===== config.mk =====
export PLATFORM = sky130hd
export DESIGN_NAME = rx_ring_writer
export DESIGN_NICKNAME = d
export VERILOG_FILES = /design/src/rtl/rxr_pkg.sv /design/src/rtl/rxr_byte_packer.sv /design/src/rtl/rxr_ring_ptr.sv /design/src/rtl/rx_ring_writer.sv
export SDC_FILE = /design/constraint.sdc
export NUM_CORES = 1
export LEC_CHECK = 0
export BUFFER_PORTS_ARGS = -buffer_cell sky130_fd_sc_hd__buf_4
export CAP_MARGIN = 40
export CORE_UTILIZATION = 41
export DETAILED_ROUTE_END_ITERATION = 10
export PLACE_DENSITY = 0.67
export SYNTH_ARGS = -nofsm -noshare
export SYNTH_HDL_FRONTEND = slang
export SYNTH_HIERARCHICAL = 1
export SYNTH_SLANG_ARGS = --single-unit

===== constraint.sdc =====
create_clock -name clk_i -period 2.5 [get_ports clk_i]
set_clock_uncertainty 0.05 [all_clocks]
set_input_delay 0.125 -clock clk_i [delete_from_list [all_inputs] [get_ports clk_i]]
set_output_delay 0.125 -clock clk_i [all_outputs]
set_load 0.01 [all_outputs]

===== src/rtl/rxr_pkg.sv =====
package rxr_pkg;
  localparam int DW       = 32;
  localparam int LEN_W    = 14;
  localparam int DESC_B   = 8;
  localparam int USED_BIT = 0;
  localparam int WRAP_BIT = 1;
  localparam int SOF_BIT  = 14;
  localparam int EOF_BIT  = 15;

  typedef enum logic [2:0] {
    S_IDLE, S_FETCH, S_CHECK, S_DATA, S_STS, S_OWN, S_DROP
  } rxr_state_e;
endpackage


===== src/rtl/rxr_byte_packer.sv =====
module rxr_byte_packer #(
  parameter int BUF_BYTES = 1536,
  localparam int CNT_W = $clog2(BUF_BYTES)
) (
  input  logic             clk_i,
  input  logic             rst_ni,
  input  logic             clr_i,
  input  logic             take_i,
  input  logic [7:0]       byte_i,
  output logic [CNT_W-1:0] cnt_o,
  output logic [31:0]      wdata_o,
  output logic [3:0]       be_o,
  output logic             last_o
);
  logic [31:0]      acc_q;
  logic [CNT_W-1:0] cnt_q;
  logic [1:0]       lane;

  assign lane   = cnt_q[1:0];
  assign cnt_o  = cnt_q;
  assign last_o = (cnt_q == CNT_W'(BUF_BYTES - 1));

  always_comb begin
    wdata_o = acc_q;
    wdata_o[8*lane +: 8] = byte_i;
  end

  for (genvar i = 0; i < 4; i++) begin : g_be
    assign be_o[i] = (2'(i) <= lane);
  end

  always_ff @(posedge clk_i or negedge rst_ni) begin
    if (!rst_ni) begin
      acc_q <= '0;
      cnt_q <= '0;
    end else if (clr_i) begin
      cnt_q <= '0;
    end else if (take_i) begin
      acc_q <= wdata_o;
      cnt_q <= cnt_q + CNT_W'(1);
    end
  end
endmodule


===== src/rtl/rxr_ring_ptr.sv =====
module rxr_ring_ptr (
  input  logic        clk_i,
  input  logic        rst_ni,
  input  logic        load_i,
  input  logic [31:0] base_i,
  input  logic        step_i,
  input  logic        wrap_i,
  output logic [31:0] ptr_o
);
  import rxr_pkg::*;
  always_ff @(posedge clk_i or negedge rst_ni) begin
    if (!rst_ni)      ptr_o <= '0;
    else if (load_i)  ptr_o <= base_i;
    else if (step_i)  ptr_o <= wrap_i ? base_i : ptr_o + 32'(DESC_B);
  end
endmodule


===== src/rtl/rx_ring_writer.sv =====
module rx_ring_writer #(
  parameter int BUF_BYTES = 1536,
  localparam int CNT_W = $clog2(BUF_BYTES)
) (
  input  logic        clk_i,
  input  logic        rst_ni,
  input  logic        rx_en_i,
  input  logic [31:0] queue_base_i,
  input  logic        s_valid_i,
  input  logic [7:0]  s_data_i,
  input  logic        s_sof_i,
  input  logic        s_eof_i,
  output logic        s_ready_o,
  output logic        mem_req_o,
  output logic        mem_we_o,
  output logic [31:0] mem_addr_o,
  output logic [31:0] mem_wdata_o,
  output logic [3:0]  mem_be_o,
  input  logic [31:0] mem_rdata_i,
  output logic        bna_o
);
  import rxr_pkg::*;

  rxr_state_e       state_q;
  logic [31:0]      buf_base_q, ptr;
  logic             wrap_q, first_q, eof_q, bna_q;
  logic [LEN_W-1:0] tot_len_q;
  logic             accept, take, need_wr, req;
  logic [CNT_W-1:0] pk_cnt;
  logic [31:0]      pk_wdata, byte_off;
  logic [3:0]       pk_be;
  logic             pk_last, pk_clr, step;

  assign accept = s_valid_i && s_ready_o;
  assign take   = (state_q == S_DATA) && accept;
  assign pk_clr = (state_q == S_CHECK);
  assign step   = (state_q == S_OWN);
  assign bna_o  = bna_q;

  rxr_byte_packer #(.BUF_BYTES(BUF_BYTES)) u_pack (
    .clk_i, .rst_ni, .clr_i(pk_clr), .take_i(take), .byte_i(s_data_i),
    .cnt_o(pk_cnt), .wdata_o(pk_wdata), .be_o(pk_be), .last_o(pk_last)
  );

  rxr_ring_ptr u_ptr (
    .clk_i, .rst_ni, .load_i(!rx_en_i), .base_i(queue_base_i),
    .step_i(step), .wrap_i(wrap_q), .ptr_o(ptr)
  );

  assign byte_off = {{(32-CNT_W){1'b0}}, pk_cnt[CNT_W-1:2], 2'b00};
  assign need_wr  = take && (pk_be[3] || s_eof_i || pk_last);

  always_comb begin
    case (state_q)
      S_IDLE:  s_ready_o = !(s_sof_i && rx_en_i);
      S_DATA,
      S_DROP:  s_ready_o = 1'b1;
      default: s_ready_o = 1'b0;
    endcase
  end

  always_comb begin
    req         = 1'b0;
    mem_we_o    = 1'b0;
    mem_addr_o  = ptr;
    mem_wdata_o = '0;
    mem_be_o    = 4'hf;
    case (state_q)
      S_FETCH: req = 1'b1;
      S_DATA: begin
        req         = need_wr;
        mem_we_o    = 1'b1;
        mem_addr_o  = buf_base_q + byte_off;
        mem_wdata_o = pk_wdata;
        mem_be_o    = pk_be;
      end
      S_STS: begin
        req         = 1'b1;
        mem_we_o    = 1'b1;
        mem_addr_o  = ptr + 32'd4;
        mem_wdata_o[EOF_BIT]     = eof_q;
        mem_wdata_o[SOF_BIT]     = first_q;
        mem_wdata_o[LEN_W-1:0]   = eof_q ? tot_len_q : '0;
      end
      S_OWN: begin
        req         = 1'b1;
        mem_we_o    = 1'b1;
        mem_wdata_o = {buf_base_q[31:2], wrap_q, 1'b1};
      end
      default: ;
    endcase
  end
  assign mem_req_o = req && rx_en_i;

  always_ff @(posedge clk_i or negedge rst_ni) begin
    if (!rst_ni) begin
      state_q    <= S_IDLE;
      buf_base_q <= '0;
      wrap_q     <= 1'b0;
      first_q    <= 1'b0;
      eof_q      <= 1'b0;
      bna_q      <= 1'b0;
      tot_len_q  <= '0;
    end else begin
      bna_q <= 1'b0;
      if (take) tot_len_q <= tot_len_q + LEN_W'(1);
      if (!rx_en_i) begin
        state_q <= S_IDLE;
      end else begin
        case (state_q)
          S_IDLE: if (s_valid_i && s_sof_i) begin
            state_q   <= S_FETCH;
            first_q   <= 1'b1;
            tot_len_q <= '0;
          end
          S_FETCH: state_q <= S_CHECK;
          S_CHECK: begin
            if (mem_rdata_i[USED_BIT]) begin
              state_q <= S_DROP;
              bna_q   <= 1'b1;
            end else begin
              state_q    <= S_DATA;
              buf_base_q <= {mem_rdata_i[31:2], 2'b00};
              wrap_q     <= mem_rdata_i[WRAP_BIT];
            end
          end
          S_DATA: if (take && (s_eof_i || pk_last)) begin
            state_q <= S_STS;
            eof_q   <= s_eof_i;
          end
          S_STS: state_q <= S_OWN;
          S_OWN: begin
            state_q <= eof_q ? S_IDLE : S_FETCH;
            first_q <= 1'b0;
          end
          S_DROP: if (accept && s_eof_i) state_q <= S_IDLE;
          default: state_q <= S_IDLE;
        endcase
      end
    end
  end
endmodule


==> results.txt, run 1 <==
Least-Margin Pin Slew -> 0.6898 ns
Max-Cap Viols -> 0
Fin crit period -> 2.879 ns
Run status -> complete, but fails checks
Primary FF master, synth -> dfrtp_1
Die Height -> 146.8 um
Critical-path top delay cell -> dfrtp_1
Cells after DPL -> 1,418
Non-filler cells, final -> 1,532
Initial antenna violation count -> 0
Vias per cell -> 5.837
Ranking of synthesized cells by area -> dfrtp_1 37%, a22o_1 6.6%, nand2_1 5.1%, mux2_2 4.7%, o21ai_0 3.3%
Worst path bufs/invs -> 1
Pleak -> 0.005385 uW
Post-route cell area -> 12,120 sq um
Startpoint types -> register
Switching Share -> 0.4018
Clock Path Buffers -> 2
Synthesis Warnings -> 6
Crit path required time -> 2.33 ns
Top cells by count, synth -> 126 x dfrtp_1, 116 x nand2_1, 65 x a22o_1, 57 x o21ai_0, 55 x nor2_1
Iteration-0 DRC Markers -> 749
VDD IR-drop max -> 0.0004894 V
Mean Syn Cell Area -> 8.808 sq um
Crit. Startpoint -> u_pack/cnt_o[2]
Root Driver -> clkbuf_16
Pin count of the biggest net entering global routing -> 48
Area Growth Syn to Fin -> 41.00%
WS Path Type -> register to output pin
Design Power -> 10,330 uW
Post-DP Area -> 10,470 sq um
Drt total wl -> 29,180 um
Antenna Violating Nets Remaining -> 0
Post-synth cell types -> 84
Global-route wire length before repair -> 45,910 um
Vias in the first global route -> 8,562
Synthesized instance count -> 976
TritonCTS clock tree -> yes
Clock sinks -> 126
Initial DRT Pass Iterations -> 6
Most common cell in the netlist -> dfrtp_1
Fin. Hold Viols -> 0
Hold Crit Start -> s_valid_i
GRT met3 Usage -> 0.04783
I/O pin count -> 150
Slew margin rel. -> 0.5401
Die W -> 146.8 um
Failing checks -> setup timing
Filler instances -> 1,785
Multi-input gate area -> 5226 sq um
Critical path, cell by cell -> ha_4, fa_2, a211o_1, o2111ai_4, a32oi_4, nand4_2, nor3_1, or3_1, buf_6
Starting density of the core -> 0.4222
Psw -> 4153 uW
Combinational Power Share -> 0.452
Gr usage total -> 0.2718
Port buffer count -> 148
H-tree Lvls -> 4
FF+latch count, synth -> 126
Asr flop ratio synth -> 1.000
Peak fanout along the critical path -> 8
Layout Nets -> 1,347
Clock power frac -> 0.236
Clock latency on the worst-skew pair -> 0.43 ns
Setup violators final -> 25
Die ar. -> 21,550 sq um
Post-synthesis sequential area ratio -> 0.3668
Worst slack, placed -> -0.09779 ns
CTS buffer count -> 17
Post-synth EDFFs -> 0
Grt met2 use -> 0.4370
FP Rows -> 52
Avg WL per Cell -> 19.04 um
Peak Freq -> 347.4 MHz
Met1 usage -> 0.3700
Crit Reg-Reg Startpoint -> u_ptr/ptr_o[4]
Mapped Area -> 8597 sq um
Post-DP HPWL -> 20,670 um
Synth top area share -> 0.3668
Power density over the cells -> 852.6 nW/um^2
Synth area leader -> dfrtp_1
Fin crit share -> 1.151
RePlAce Congestion -> 0.8953
Drt drc -> 0
ANT cells -> 0
Sequential cell area -> 3156 sq um
Worst hold-check path type -> primary input to register
RSZ-0062 raised after global routing -> yes
Vias -> 8,942
Flop pwr share -> 0.311
CP arrival -> 2.70 ns
Worst stage delay on the critical path -> 0.42 ns
Total grt overflow -> 0
Gr busiest metal -> met2
Internal power -> 6182 uW
Final WS setup -> -0.3787 ns
Syn nets -> 1,074
Slew Limit Fails -> 0
Fraction of final layout cells sized beyond drive strength 1 -> 0.3067
Final TNS setup -> -7.574 ns
Core Region -> 20,360 sq um
Crit end category -> output pin
Clock Pin Slew Worst Setup and Hold Paths -> 0.06 ns
Top delay family on crit path -> compound AO/OA/AOI/OAI gates
## cells by family after synthesis
logic type,share of synthesized area
buffers and inverters,0.05691
muxes,0.06156
adders and majority gates,0.02998
and+or+nand+nor,0.2176
other,0.0004362
AOI/OAI and AO/OA,0.2260
DFF,0.3668
xor gates and xnor gates,0.04075
## registers in the layout (all words and copies together) (netlist names)
signal / count
bna_o: 1
buf_base_q: 30
eof_q: 1
first_q: 1
state_q: 3
tot_len_q: 14
u_pack/acc_q: 32
u_pack/cnt_o: 11
u_ptr/ptr_o: 32
wrap_q: 1
## through the flow
| stage | hold slack (ns) | utilization |
|---|---|---|
| floorplan | -0.2206 | - |
| global placement | 0.1447 | 0.5141 |
| detailed placement | 0.1495 | 0.5141 |
| CTS | 0.0001929 | 0.5890 |
| global route | 0.02055 | 0.5952 |
| finish | 0.007338 | 0.5952 |
## placed cells by master, fill, tap and decap left out, types with 7 or more instances in the layout
| cell | n |
|---|---|
| buf_4 | 240 |
| dfrtp_1 | 124 |
| nand2_1 | 114 |
| dlygate4sd3_1 | 71 |
| a22o_1 | 65 |
| nor2_1 | 52 |
| o21ai_0 | 48 |
| inv_1 | 44 |
| nand3_1 | 44 |
| a21oi_1 | 37 |
| mux2_2 | 36 |
| nand4_1 | 28 |
| xnor2_1 | 22 |
| and3_1 | 20 |
| clkbuf_16 | 17 |
| xor2_1 | 16 |
| nor3_1 | 16 |
| or3_1 | 15 |
| a222oi_1 | 13 |
| ha_1 | 10 |
| o21ai_1 | 9 |
| mux2i_1 | 9 |
| ha_4 | 8 |
| and2_1 | 7 |
| a31oi_1 | 7 |
| a22oi_1 | 7 |
## layer usage
metal,wire length (um),vias to the layer above
li1,-,4180
met1,12990,4383
met2,13810,331
met3,1717,48
met4,657,0
met5,0,-
## worst paths after layout
check / depth (start not counted) / slack (ns) / end
min in group asynchronous: 2 / 0.23 / u_ptr/ptr_o[0]
hold reg to reg: 2 / 0.41 / u_ptr/ptr_o[0]
hold / removal: 4 / 0.007 / state_q[0]
setup reg to reg: 7 / 0.15 / u_ptr/ptr_o[27]
max in group asynchronous: 3 / 1.44 / buf_base_q[6]
setup / recovery: 9 / -0.38 / mem_addr_o[28]
## power by group through the flow
| stage | Sequential (uW) | Clock (uW) | Combinational (uW) |
|---|---|---|---|
| detailed placement | 3190 | 0 | 4180 |
| CTS | 3180 | 2470 | 4470 |
| finish | 3220 | 2440 | 4670 |
| global route | 3290 | 2560 | 5010 |
| global placement | 3180 | 0 | 4120 |
| floorplan | 3110 | 0 | 2410 |
## tightest hold or removal path, delay by kind of cell
kind | cells | cell delay (ns)
AO/OA/AOI/OAI | 2 | 0.13
buffers and inverters | 1 | 0.10
AND/OR/NAND/NOR | 1 | 0.07
## what timing repair did
action / in CTS / in global routing
endpoints found under the setup margin: 59 / 54
hold endpoints to repair: 134 / 0
gates cloned: 1 / 0
pin swaps: 20 / 9
buffers inserted: 8 / 3
hold buffers: 71 / 0
gates resized for setup: 44 / 22
## final cells by class
| cell class | count | area share |
|---|---|---|
| Multi-Input combinational cell | 737 | 0.4312 |
| Sequential cell | 126 | 0.2603 |
| Timing Repair Buffer | 320 | 0.2196 |
| Clock buffer | 18 | 0.03540 |
| Tap cell | 270 | 0.02787 |
| Inverter | 47 | 0.01466 |
| Clock inverter | 14 | 0.01104 |
No activity file was read; power rests on OpenSTA's default activity.
==> run 2, diff against run 1 <==
--- a/config.mk
+++ b/config.mk
@@ -10,4 +10,5 @@
 export CORE_UTILIZATION = 41
 export DETAILED_ROUTE_END_ITERATION = 10
+export GPL_TIMING_DRIVEN = 0
 export PLACE_DENSITY = 0.67
 export SYNTH_ARGS = -nofsm -noshare
--- a/constraint.sdc
+++ b/constraint.sdc
@@ -3,3 +3,3 @@
 set_input_delay 0.125 -clock clk_i [delete_from_list [all_inputs] [get_ports clk_i]]
 set_output_delay 0.125 -clock clk_i [all_outputs]
-set_load 0.01 [all_outputs]
+set_load 0.1 [all_outputs]
==> run 2 against run 1 <==
The flow still finishes with violations (setup timing). Die area did not move. Maximum frequency down 5.4%. Sequential power is 12% higher. Highest routed layer unchanged. Largest cell class unchanged. Sequential share of layout area fell by 2.2 points.
==> results.txt, run 2 (synthesized netlist as in run 1, its figures left out) <==
Run status -> complete, but fails checks (unchanged)
Failing checks -> setup timing (unchanged)
Flop pwr share -> 0.262 (was 0.311)
CP arrival -> 2.87 ns (was 2.70 ns)
Antenna Violating Nets Remaining -> 0 (unchanged)
Worst stage delay on the critical path -> 0.44 ns (was 0.42 ns)
Combinational Power Share -> 0.554 (was 0.452)
Post-DP HPWL -> 20,800 um (was 20,670 um)
RePlAce Congestion -> 0.9691 (was 0.8953)
Clock Pin Slew Worst Setup and Hold Paths -> 0.07 ns (was 0.06 ns)
Iteration-0 DRC Markers -> 872 (was 749)
Critical-path top delay cell -> dfrtp_1 (unchanged)
Crit Reg-Reg Startpoint -> state_q[1] (was u_ptr/ptr_o[4])
Gr usage total -> 0.2896 (was 0.2718)
Hold Crit Start -> queue_base_i[18] (was s_valid_i)
Clock power frac -> 0.184 (was 0.236)
FP Rows -> 52 (unchanged)
Final TNS setup -> -12.15 ns (was -7.574 ns)
Pleak -> 0.005654 uW (was 0.005385 uW)
VDD IR-drop max -> 0.0009210 V (was 0.0004894 V)
Least-Margin Pin Slew -> 0.9322 ns (was 0.6898 ns)
H-tree Lvls -> 4 (unchanged)
Slew margin rel. -> 0.3798 (was 0.5401)
Worst hold-check path type -> primary input to register (unchanged)
Final WS setup -> -0.5431 ns (was -0.3787 ns)
Sequential cell area -> 3182 sq um (was 3156 sq um)
Fin crit period -> 3.043 ns (was 2.879 ns)
Crit end category -> output pin (unchanged)
Vias -> 9,271 (was 8,942)
Area Growth Syn to Fin -> 55.48% (was 41.00%)
Starting density of the core -> 0.4222 (unchanged)
Initial DRT Pass Iterations -> 6 (unchanged)
Slew Limit Fails -> 0 (unchanged)
Drt total wl -> 32,040 um (was 29,180 um)
WS Path Type -> register to output pin (unchanged)
Multi-input gate area -> 5929 sq um (was 5226 sq um)
Peak fanout along the critical path -> 5 (was 8)
Biggest regs -> u_pack/acc_q: 32 flops, u_ptr/ptr_o: 32 flops, buf_base_q: 30 flops (unchanged)
Fraction of final layout cells sized beyond drive strength 1 -> 0.3754 (was 0.3067)
Avg WL per Cell -> 21.05 um (was 19.04 um)
I/O pin count -> 150 (unchanged)
Most frequent cells in the layout -> 124 x buf_4, 103 x dfrtp_1, 96 x nand2_1, 63 x a22o_1, 63 x dlygate4sd3_1 (was 240 x buf_4, 124 x dfrtp_1, 114 x nand2_1, 71 x dlygate4sd3_1, 65 x a22o_1)
Die W -> 146.8 um (unchanged)
Internal power -> 6969 uW (was 6182 uW)
Final core utilization -> 0.6564 (was 0.5952)
Core Region -> 20,360 sq um (unchanged)
Filler instances -> 1,540 (was 1,785)
Vias in the first global route -> 8,799 (was 8,562)
Critical path, cell by cell -> ha_4, fa_2, a211o_1, o2111ai_4, a32oi_4, and4_4, xnor2_4, o21ai_4, buf_12 (was ha_4, fa_2, a211o_1, o2111ai_4, a32oi_4, nand4_2, nor3_1, or3_1, buf_6)
Hold Path Depth -> 3 (was 4)
Die Height -> 146.8 um (unchanged)
Clock sinks -> 126 (unchanged)
Initial antenna violation count -> 0 (unchanged)
Clock latency on the worst-skew pair -> 0.43 ns (about the same)
Power density over the cells -> 1034 nW/um^2 (was 852.6 nW/um^2)
Crit path required time -> 2.33 ns (about the same)
Max-Cap Viols -> 0 (unchanged)
Clock Path Buffers -> 2 (unchanged)
TritonCTS clock tree -> yes (unchanged)
Design Power -> 13,820 uW (was 10,330 uW)
Peak Freq -> 328.6 MHz (was 347.4 MHz)
Setup violators final -> 47 (was 25)
Fin crit share -> 1.217 (was 1.151)
Switching Share -> 0.4958 (was 0.4018)
Critical R2R Capture -> u_ptr/ptr_o[30] (was u_ptr/ptr_o[27])
Pin count of the biggest net entering global routing -> 70 (was 48)
Layout Nets -> 1,338 (was 1,347)
R2R Setup Slk -> 0.09 ns (was 0.15 ns)
ANT cells -> 0 (unchanged)
Root Driver -> clkbuf_16 (unchanged)
RSZ-0062 raised after global routing -> yes (unchanged)
Port buffer count -> 140 (was 148)
Hold path endpoint -> u_ptr/ptr_o[18] (was state_q[0])
Vias per cell -> 6.091 (was 5.837)
Reg2Reg Depth -> 8 (was 7)
Drt drc -> 0 (unchanged)
Global-route wire length before repair -> 48,490 um (was 45,910 um)
Psw -> 6854 uW (was 4153 uW)
Fin. Hold Viols -> 0 (unchanged)
CTS buffer count -> 17 (unchanged)
Commonest non-fill, non-tap cell in the layout -> buf_4 (unchanged)
Startpoint types -> register (unchanged)
Total grt overflow -> 0 (unchanged)
Die ar. -> 21,550 sq um (unchanged)
-- run 2: changes by cell type in the layout (fill, tap and decap cells not counted), sizes merged, moves of 2 or more --
| cell | before | now |
|---|---|---|
| buf | 248 | 222 |
| dlygate4sd3 | 71 | 63 |
| clkbuf | 18 | 42 |
| clkinvlp | 4 | 2 |
-- run 2: through the flow --
stage | cell area (sq um) | setup WS [ns] | hold WS, ns | cells
floorplan | 9011 | -0.2532 | -0.2206 | 976
global placement | 10400 | -1.281 | 0.2747 | 1386
detailed placement | 10460 | -1.287 | 0.1482 | 1389
CTS | 12820 | -0.4783 | 0.01435 | 1509
global route | 13370 | -0.6340 | 0.02239 | 1522
finish | 13370 | -0.5431 | 0.02652 | 1522
-- run 2: power groups by stage --
| stage | combinational, uW | clock [uW] | sequential (uW) |
|---|---|---|---|
| after floorplan | 4900 | 0 | 3170 |
| after global placement | 6120 | 0 | 3490 |
| after detailed placement | 6180 | 0 | 3500 |
| after CTS | 7260 | 2570 | 3520 |
| after global routing | 7990 | 2660 | 3690 |
| final | 7650 | 2550 | 3620 |
-- run 2: critical path: cells and delay by family, from the launching register on --
family / cells / cell delay (ns)
xor+xnor: 1 / 0.14
compound gates: 4 / 0.85
flops: 1 / 0.44
buf+inv: 1 / 0.20
simple gates: 1 / 0.25
fa+ha+maj: 2 / 0.56
-- run 2: how the worst max path moves through the flow --
stage	from	end	slack, ns	cells after the start
2_1_floorplan	u_pack/cnt_o[2]	mem_addr_o[24]	-0.25	8
3_3_place_gp	state_q[0]	u_ptr/ptr_o[2]	-1.28	10
3_5_place_dp	state_q[0]	u_ptr/ptr_o[2]	-1.29	10
4_1_cts	buf_base_q[3]	mem_addr_o[23]	-0.48	9
5_1_grt	buf_base_q[4]	mem_addr_o[29]	-0.63	9
6_report	buf_base_q[2]	mem_addr_o[24]	-0.54	9
-- run 2: layer usage --
layer  up-vias  wire length (um)  global-route usage
li1       4161                 -                   -
met1      4519             13000              0.3824
met2       509             15410              0.4685
met3        82              2511             0.05373
met4         0              1113              0.1151
met5         -                 0                   0
-- run 2: layout make-up --
class	instances	share of cell area
Multi-Input combinational cell	738	0.4436
Sequential cell	126	0.2380
Timing Repair Buffer	249	0.2071
Clock buffer	18	0.03211
Buffer	61	0.02855
Tap cell	270	0.02527
Inverter	47	0.01367
Clock inverter	13	0.01170
-- run 2: timing repair --
item | 4_1_cts | 5_1_grt
gates cloned | 3 | 0
hold buffers | 63 | 0
setup buffers | 27 | 15
setup endpoints to repair | 165 | 134
resized for setup | 243 | 129
hold endpoints to repair | 130 | 0
pin swaps | 56 | 48
